### src/rtl/lsagu_pkg.sv
package lsagu_pkg;
  localparam int WORD_W = 32;
  localparam int LANES  = WORD_W / 8;
  localparam int LO_W   = $clog2(LANES);

  typedef enum logic [1:0] {
    SZ_BYTE = 2'b00,
    SZ_HALF = 2'b01,
    SZ_WORD = 2'b10,
    SZ_RSVD = 2'b11
  } size_e;
endpackage

### src/rtl/lsagu_offset.sv
// Offset selection, scaling and add/subtract against the base.
module lsagu_offset #(
  parameter int ADDR_W = 32,
  parameter int IMM_W  = 12,
  parameter int SH_W   = 5
) (
  input  logic [ADDR_W-1:0] base,
  input  logic              imm_sel,
  input  logic [IMM_W-1:0]  imm,
  input  logic [ADDR_W-1:0] roff,
  input  logic [SH_W-1:0]   shamt,
  input  logic              sub,
  output logic [ADDR_W-1:0] sum
);
  localparam int PAD_W = ADDR_W - IMM_W;

  logic [ADDR_W-1:0] off;

  always_comb begin
    if (imm_sel) off = {{PAD_W{1'b0}}, imm};
    else         off = roff << shamt;
    sum = sub ? (base - off) : (base + off);
  end
endmodule

### src/rtl/lsagu_lanes.sv
// Lane enables, misalignment detection and store-data replication.
module lsagu_lanes
  import lsagu_pkg::*;
(
  input  logic [LO_W-1:0]   lo,
  input  logic [1:0]        size,
  input  logic              big_end,
  input  logic [WORD_W-1:0] st_data,
  output logic [LANES-1:0]  be,
  output logic [WORD_W-1:0] wdata,
  output logic              misalign
);
  logic [LANES-1:0] be_le;
  logic [LANES-1:0] be_rev;
  size_e            sz;

  always_comb begin
    sz = size_e'(size);
    unique case (sz)
      SZ_BYTE: begin be_le = LANES'(1) << lo; misalign = 1'b0;          end
      SZ_HALF: begin be_le = LANES'(3) << lo; misalign = lo[0];         end
      SZ_WORD: begin be_le = '1;              misalign = (lo != '0);    end
      default: begin be_le = '0;              misalign = 1'b1;          end
    endcase
  end

  for (genvar i = 0; i < LANES; i++) begin : g_lane
    assign be_rev[i] = be_le[LANES-1-i];
    always_comb begin
      unique case (sz)
        SZ_BYTE: wdata[8*i +: 8] = st_data[7:0];
        SZ_HALF: wdata[8*i +: 8] = st_data[8*(i%2) +: 8];
        default: wdata[8*i +: 8] = st_data[8*i +: 8];
      endcase
    end
  end

  assign be = big_end ? be_rev : be_le;
endmodule

### src/rtl/lsagu_extract.sv
// Picks the addressed byte or halfword out of a returned bus word.
module lsagu_extract
  import lsagu_pkg::*;
(
  input  logic [WORD_W-1:0] word,
  input  logic [LO_W-1:0]   lo,
  input  logic [1:0]        size,
  input  logic              big_end,
  output logic [WORD_W-1:0] value
);
  logic [LO_W-1:0]   sh;
  logic [WORD_W-1:0] shifted;
  size_e             sz;

  always_comb begin
    sz = size_e'(size);
    if (!big_end)           sh = lo;
    else if (sz == SZ_BYTE) sh = LO_W'(LANES-1) - lo;
    else if (sz == SZ_HALF) sh = LO_W'(LANES-2) - lo;
    else                    sh = '0;
    shifted = word >> {sh, 3'b000};
    unique case (sz)
      SZ_BYTE: value = {{(WORD_W-8){1'b0}},  shifted[7:0]};
      SZ_HALF: value = {{(WORD_W-16){1'b0}}, shifted[15:0]};
      default: value = word;
    endcase
  end
endmodule

### src/rtl/lsagu_top.sv
module lsagu_top
  import lsagu_pkg::*;
#(
  parameter int ADDR_W = 32,
  parameter int IMM_W  = 12,
  parameter int SH_W   = 5
) (
  input  logic              clk,
  input  logic              rst,
  input  logic              big_endian_cfg,
  input  logic              req_valid,
  input  logic              req_load,
  input  logic [1:0]        req_size,
  input  logic              req_pre,
  input  logic              req_wb,
  input  logic              req_sub,
  input  logic              req_imm_sel,
  input  logic [IMM_W-1:0]  req_imm,
  input  logic [ADDR_W-1:0] req_roff,
  input  logic [SH_W-1:0]   req_shamt,
  input  logic [ADDR_W-1:0] req_base,
  input  logic [31:0]       req_wdata,
  input  logic              rsp_valid,
  input  logic [1:0]        rsp_lo,
  input  logic [1:0]        rsp_size,
  input  logic [31:0]       rsp_word,
  output logic              acc_valid,
  output logic [ADDR_W-1:0] acc_addr,
  output logic [3:0]        acc_be,
  output logic [31:0]       acc_wdata,
  output logic              acc_write,
  output logic              acc_fault,
  output logic [ADDR_W-1:0] base_next,
  output logic              base_wen,
  output logic              ld_valid,
  output logic [31:0]       ld_data
);
  logic              cfg_be;
  logic [ADDR_W-1:0] sum;
  logic [ADDR_W-1:0] addr_c;
  logic [LANES-1:0]  be_c;
  logic [WORD_W-1:0] wdata_c;
  logic              mis_c;
  logic [WORD_W-1:0] ld_c;

  // Byte order is latched only during reset.
  always_ff @(posedge clk) begin
    if (rst) cfg_be <= big_endian_cfg;
  end

  lsagu_offset #(.ADDR_W(ADDR_W), .IMM_W(IMM_W), .SH_W(SH_W)) u_off (
    .base(req_base), .imm_sel(req_imm_sel), .imm(req_imm), .roff(req_roff),
    .shamt(req_shamt), .sub(req_sub), .sum(sum)
  );

  assign addr_c = req_pre ? sum : req_base;

  lsagu_lanes u_lanes (
    .lo(addr_c[LO_W-1:0]), .size(req_size), .big_end(cfg_be),
    .st_data(req_wdata), .be(be_c), .wdata(wdata_c), .misalign(mis_c)
  );

  lsagu_extract u_ext (
    .word(rsp_word), .lo(rsp_lo), .size(rsp_size), .big_end(cfg_be), .value(ld_c)
  );

  always_ff @(posedge clk) begin
    if (rst) begin
      acc_valid <= 1'b0;
      acc_write <= 1'b0;
      acc_fault <= 1'b0;
      base_wen  <= 1'b0;
      acc_be    <= '0;
      ld_valid  <= 1'b0;
    end else begin
      acc_valid <= req_valid;
      acc_fault <= req_valid & mis_c;
      acc_write <= req_valid & ~req_load & ~mis_c;
      base_wen  <= req_valid & ~mis_c & (~req_pre | req_wb);
      acc_be    <= (req_valid & ~mis_c) ? be_c : '0;
      ld_valid  <= rsp_valid;
    end
  end

  always_ff @(posedge clk) begin
    if (req_valid) begin
      acc_addr  <= addr_c;
      acc_wdata <= wdata_c;
      base_next <= sum;
    end
    if (rsp_valid) ld_data <= ld_c;
  end
endmodule

### config.mk
export PLATFORM = sky130hd
export DESIGN_NAME = lsagu_top
export DESIGN_NICKNAME = d
export VERILOG_FILES = /design/src/rtl/lsagu_pkg.sv /design/src/rtl/lsagu_offset.sv /design/src/rtl/lsagu_lanes.sv /design/src/rtl/lsagu_extract.sv /design/src/rtl/lsagu_top.sv
export SDC_FILE = /design/constraint.sdc
export NUM_CORES = 1
export LEC_CHECK = 0
export ABC_CLOCK_PERIOD_IN_PS = 6800
export BUFFER_PORTS_ARGS = -buffer_cell sky130_fd_sc_hd__buf_2
export CORE_AREA = 2 2 139 141
export CTS_CLUSTER_SIZE = 30
export DETAILED_ROUTE_END_ITERATION = 6
export DIE_AREA = 0 0 141 143
export PLACE_DENSITY = 0.8
export SLEW_MARGIN = 20
export SYNTH_ARGS = -nofsm -noshare
export SYNTH_HDL_FRONTEND = slang
export SYNTH_SLANG_ARGS = --single-unit
export TNS_END_PERCENT = 100
### constraint.sdc
create_clock -name clk -period 6.8 [get_ports clk]
set_clock_uncertainty 0.1 [all_clocks]
set_input_delay 0.34 -clock clk [delete_from_list [all_inputs] [get_ports clk]]
set_output_delay 0.34 -clock clk [all_outputs]
set_load 0.1 [all_outputs]
Yosys cells after proc, flatten, opt, wreduce, memory -nomap -nowiden
Cells that the tools add are included. W data, S select, Z words.

Word-level logic and storage cells: 50. Input bits: 161. Bits in registers: 138. Output and inout port bits: 137.

Shift operators: 4. Multiplexer cells: 13. Add/sub/neg operators: 4. Eq/ne operators: 3. Reduce and logical (&&, ||, !) cells: 5. Bitwise gates (word level): 10.

Operators by type and width (count): $mux W32 (3); $pmux W32 S2 (1); $add A32 B32 Y32 (1); $shl A32 B5 Y32 (1); $shr A32 B5 Y16 (1); $sub A32 B32 Y32 (1); $mux W8 (2); $pmux W8 S2 (1); $pmux W4 S3 (1); $mux W2 (3); $and A1 B1 Y1 (5); $eq A2 B1 Y1 const B (2); $logic_not A2 Y1 (2); $mux W4 (1); $not A1 Y1 (4); $reduce_or A2 Y1 (2); $shl A1 B2 Y4 const A (1); $shl A2 B2 Y4 const A (1); $sub A2 B2 Y2 const A (2); $pmux W1 S3 (1); $eq A2 B2 Y1 const B (1); $reduce_bool A2 Y1 (1); $or A1 B1 Y1 (1).

Logic depth before layout (Yosys ltp)
Word-level depth: 11. Depth in mapped cells: 23.

Modules after synthesis
From an unflattened synthesis, not the netlist that was laid out.

Cells, all modules: 947. Area total of the unflattened synthesis: 10555.1 sq um.

By module, submodules not included: lsagu_top (cells an instance 186, times used 1, area an instance 4667.0 sq um); lsagu_offset (cells an instance 567, times used 1, area an instance 4489.3 sq um); lsagu_extract (cells an instance 119, times used 1, area an instance 799.5 sq um); lsagu_lanes (cells an instance 75, times used 1, area an instance 599.3 sq um).

Least setup slack after synthesis
Ideal clock, no wire load.

Kind: input-to-reg. Start point: input req_shamt[0]. End point: register acc_addr[31] (data pin). Slack: 0.928 ns. Stages on the path: 22. Arrival: 5.623 ns. Library setup time: 0.149 ns. Path buffers: 2. Cell sequence: buf_6 -> buf_6 -> mux2_1 -> mux2_2 -> and2_1 -> a221oi_1 -> and4_1 -> nand3_2 -> or4_1 -> nor2b_2 -> nor2_1 -> xor2_1 -> ha_1 -> and4_1 -> and3_1 -> and4b_1 -> o31a_1 -> a41o_1 -> a221o_1 -> a21oi_1 -> xnor3_1 -> mux2i_1.

Word-level cells in the longest chain between the ends: 5. Elaborated cells between the ends (all ways): 6. Classes of those cells: 2 x add/sub; 1 x shift; 3 x mux.

RTL lines: start: declaration (line lsagu_top.sv:20) `input logic [SH_W-1:0] req_shamt,`; $shl A32 B5 Y32 * (line lsagu_offset.sv:21) `else off = roff << shamt;`; $mux W32 * (line lsagu_offset.sv:20) `if (imm_sel) off = {{PAD_W{1'b0}}, imm};`; $add A32 B32 Y32 / $sub A32 B32 Y32 (equally long branches) (line lsagu_offset.sv:22) `sum = sub ? (base - off) : (base + off);`; $mux W32 * (line lsagu_offset.sv:22); $mux W32 * (line lsagu_top.sv:56) `assign addr_c = req_pre ? sum : req_base;`; via addr_c[31] (line lsagu_top.sv:40) `logic [ADDR_W-1:0] addr_c;`; end signal: assignment (line lsagu_top.sv:87) `acc_addr <= addr_c;`; end: declaration (line lsagu_top.sv:28) `output logic [ADDR_W-1:0] acc_addr,`.

Mark *: on every way through the listed nets, which the timed path passes. The rest lies on a longest branch. A chain may end at the register's enable or synchronous reset.

Final worst setup path
Ends and elaborated chain as after synthesis.

==> metrics.txt <==
post_cts resized=0; Clock Root Buffer=clkbuf_16; Starting Density=52.2%; crit path max fanout=20; latest clock arrival within the worst-skew pair=0.40 ns; Mapped Area=0.00970 sq mm; Clock Pin Slew Worst Setup and Hold Paths=0.06 ns; Worst VDD drop=0.173 mV; nets=1416; routed via count=8779; sequential element share of the synthesized area=41.8%; RD Place Congestion=0.979; number of flops mapped to enable cells by yosys=129; antenna violations before repair=7; largest net degree at the start of global routing=77; Pleak=5.13 nW; Power Density=317 mW/mm^2; DRC errors left=0; syn_nets=1127; Worst setup SP type=input port; synth unique cells=71; Routed WL per cell=19.5 um; Hold Crit Class=in2reg; first-pass GRT wire length=43500 um; Synth top cells by count=129 x edfxtp_1, 82 x nand2_1, 71 x mux2_2; Die X=141 um; CP required=6.96 ns; Pint=0.00211 W; io pins=298; vias in the first global route=8139; Hold-fix buffers, CTS=2; Max Cap Viol=0; Worst EP arrival=6.26 ns; clock network power share=24.9%; Synth top area share=39.9%; Syn Inst Count=934; Final Hold Vio Count=0; max_slew headroom=37.1%; Period minus WS final=6.10 ns; most frequent cell after synthesis=edfxtp_1; DP Wirelength=22300 um; area leader, netlist=edfxtp_1; sequential group share of total power=29.6%; Main synth FF type=edfxtp_1; die area=0.0202 sq mm; Iteration-0 DRC Markers=775; layout cell share with drive strength beyond 1=35.3%; row cnt=50; postcts setup bufs=0; Slowest-stage cell, CP=or4_1; worst hold slack=0.0487 ns; Sw Share=44.8%; Fill cells=1477; Max Clock Freq=164 MHz; Mapped Avg Cell Area=10.4 sq um; clock tree from TritonCTS=built; net switching power=0.00171 W; DR vias/cell=5.95; Pins Over Slew Limit=0; Bufs on Longest Clock Path=2; Synth area leaders=edfxtp_1 40%, mux2_2 8.2%, ha_1 4.0%; crit share post-route=89.7%; CP endpoint kind=flop; Worst-Margin Slew=0.943 ns; drt total wl=28800 um; H-tree levels=4; Crit path max-delay family=simple AND/OR/NAND/NOR gates; Core Area=0.0186 sq mm; IO Port Bufs=297; crit path kind=in2reg; total power=0.00382 W; YS warnings=0; Post-DRT Antenna Nets=0; gr ovfl total=0; Setup TNS=0 ns; Pre-Repair DR Iteration Count=5; die height=143 um; CP cell instances=buf_2 > mux2_2 > mux4_2 > o21ai_0 > and2_1 > a21bo_2 > or3_1 > or4_1 > nor2b_2 > nor2_1 > xor2_1 > ha_1 > and4_1 > and3_1 > and4b_1 > o31a_1 > a41o_1 > a221o_1 > a21oi_1 > xnor3_1 > mux2i_1; CTS sink cnt=138; outcome=finished, final reports clean; total CTS buffers=17; Buf/Inv on CP=1; synthesis-to-layout area growth=24.4%; ys async rst share=0%; CP max stage delay=0.56 ns; RSZ-0062 raised after global routing=no; combinational fraction of design power=45.5%; register bit total from synthesis=138; GRT Overall Usage=27.8%; Setup violations, final=0
==> cells by family after synthesis <==
group	Yosys count	synth area share, %
AOI/OAI and AO/OA	254	17.0
xor gates and xnor gates	58	5.38
adders and majority gates	32	4.20
buffers and inverters	69	3.00
DFF	138	41.8
muxes	119	15.3
and+or+nand+nor	264	13.4
==> per-stage QoR <==
stage          utilization [%]  cell area [sq um]  worst slack (ns)  cells
4_1_cts                   64.8              12000             0.760   1469
6_report                  65.0              12100             0.702   1476
3_3_place_gp              61.4              11400             0.463   1436
3_5_place_dp              61.4              11400             0.321   1436
2_1_floorplan                -               9700             0.928    934
5_1_grt                   64.9              12100             0.391   1475
==> cells in the final DEF (no fill, tap or decap), types with 17 or more instances in the layout <==
cell type  Yosys  layout
clkbuf_16      0      17
edfxtp_1     129     129
xor2_1        23      23
nor2_1        68      68
o21ai_0       53      53
a21oi_1       66      65
buf_4          4      20
inv_1         20      20
mux2_2        71      71
nand2_1       82      82
ha_1          31      31
a31oi_1       20      20
buf_2          2     296
xnor2_1       34      34
and2_1        30      30
mux2i_1       32      32
==> area by class of cell <==
type / count / area [sq um] / area share [%]
Clock inverter: 12 / 174 / 1.44
Inverter: 21 / 78.8 / 0.653
Antenna cell: 7 / 17.5 / 0.145
Sequential cell: 138 / 4050 / 33.6
Multi-Input combinational cell: 727 / 5370 / 44.5
Tap cell: 234 / 293 / 2.43
Timing Repair Buffer: 318 / 1650 / 13.7
Clock buffer: 19 / 433 / 3.59
==> registers in the layout, summed over array words and instances (netlist names) <==
register,flops
acc_be,4
acc_fault,1
ld_data,32
ld_valid,1
cfg_be,1
acc_wdata,32
base_wen,1
base_next,32
acc_write,1
acc_addr,32
acc_valid,1
==> per-layer routing <==
layer / track usage, % / routed length, um / up-vias
met5: 0 / 0 / -
met2: 48.4 / 14500 / 429
met4: 10.1 / 820 / 0
met1: 35.0 / 11400 / 4159
li1: - / - / 4128
met3: 4.66 / 2000 / 63
==> power by group through the flow <==
stage / clock network (W) / registers, W / logic, W
finish: 0.000952 / 0.00113 / 0.00174
global route: 0.00100 / 0.00114 / 0.00182
CTS: 0.000962 / 0.00113 / 0.00173
detailed placement: 0 / 0.00115 / 0.00173
global placement: 0 / 0.00114 / 0.00171
floorplan: 0 / 0.00201 / 0.000517
==> worst paths after layout <==
kind	startpoint	to	slack, ns	cells past startpoint
worst min-delay path	rst	ld_valid$_SDFF_PP0_	0.05	2
worst max-delay path	req_shamt[0]	acc_addr[31]$_DFFE_PP_	0.70	21
worst max register to register	cfg_be$_DFFE_PP_	ld_data[14]$_DFFE_PP_	4.11	9
worst min register to register	cfg_be$_DFFE_PP_	acc_be[3]$_SDFF_PP0_	0.91	3
(Power assumes the default switching activity.)
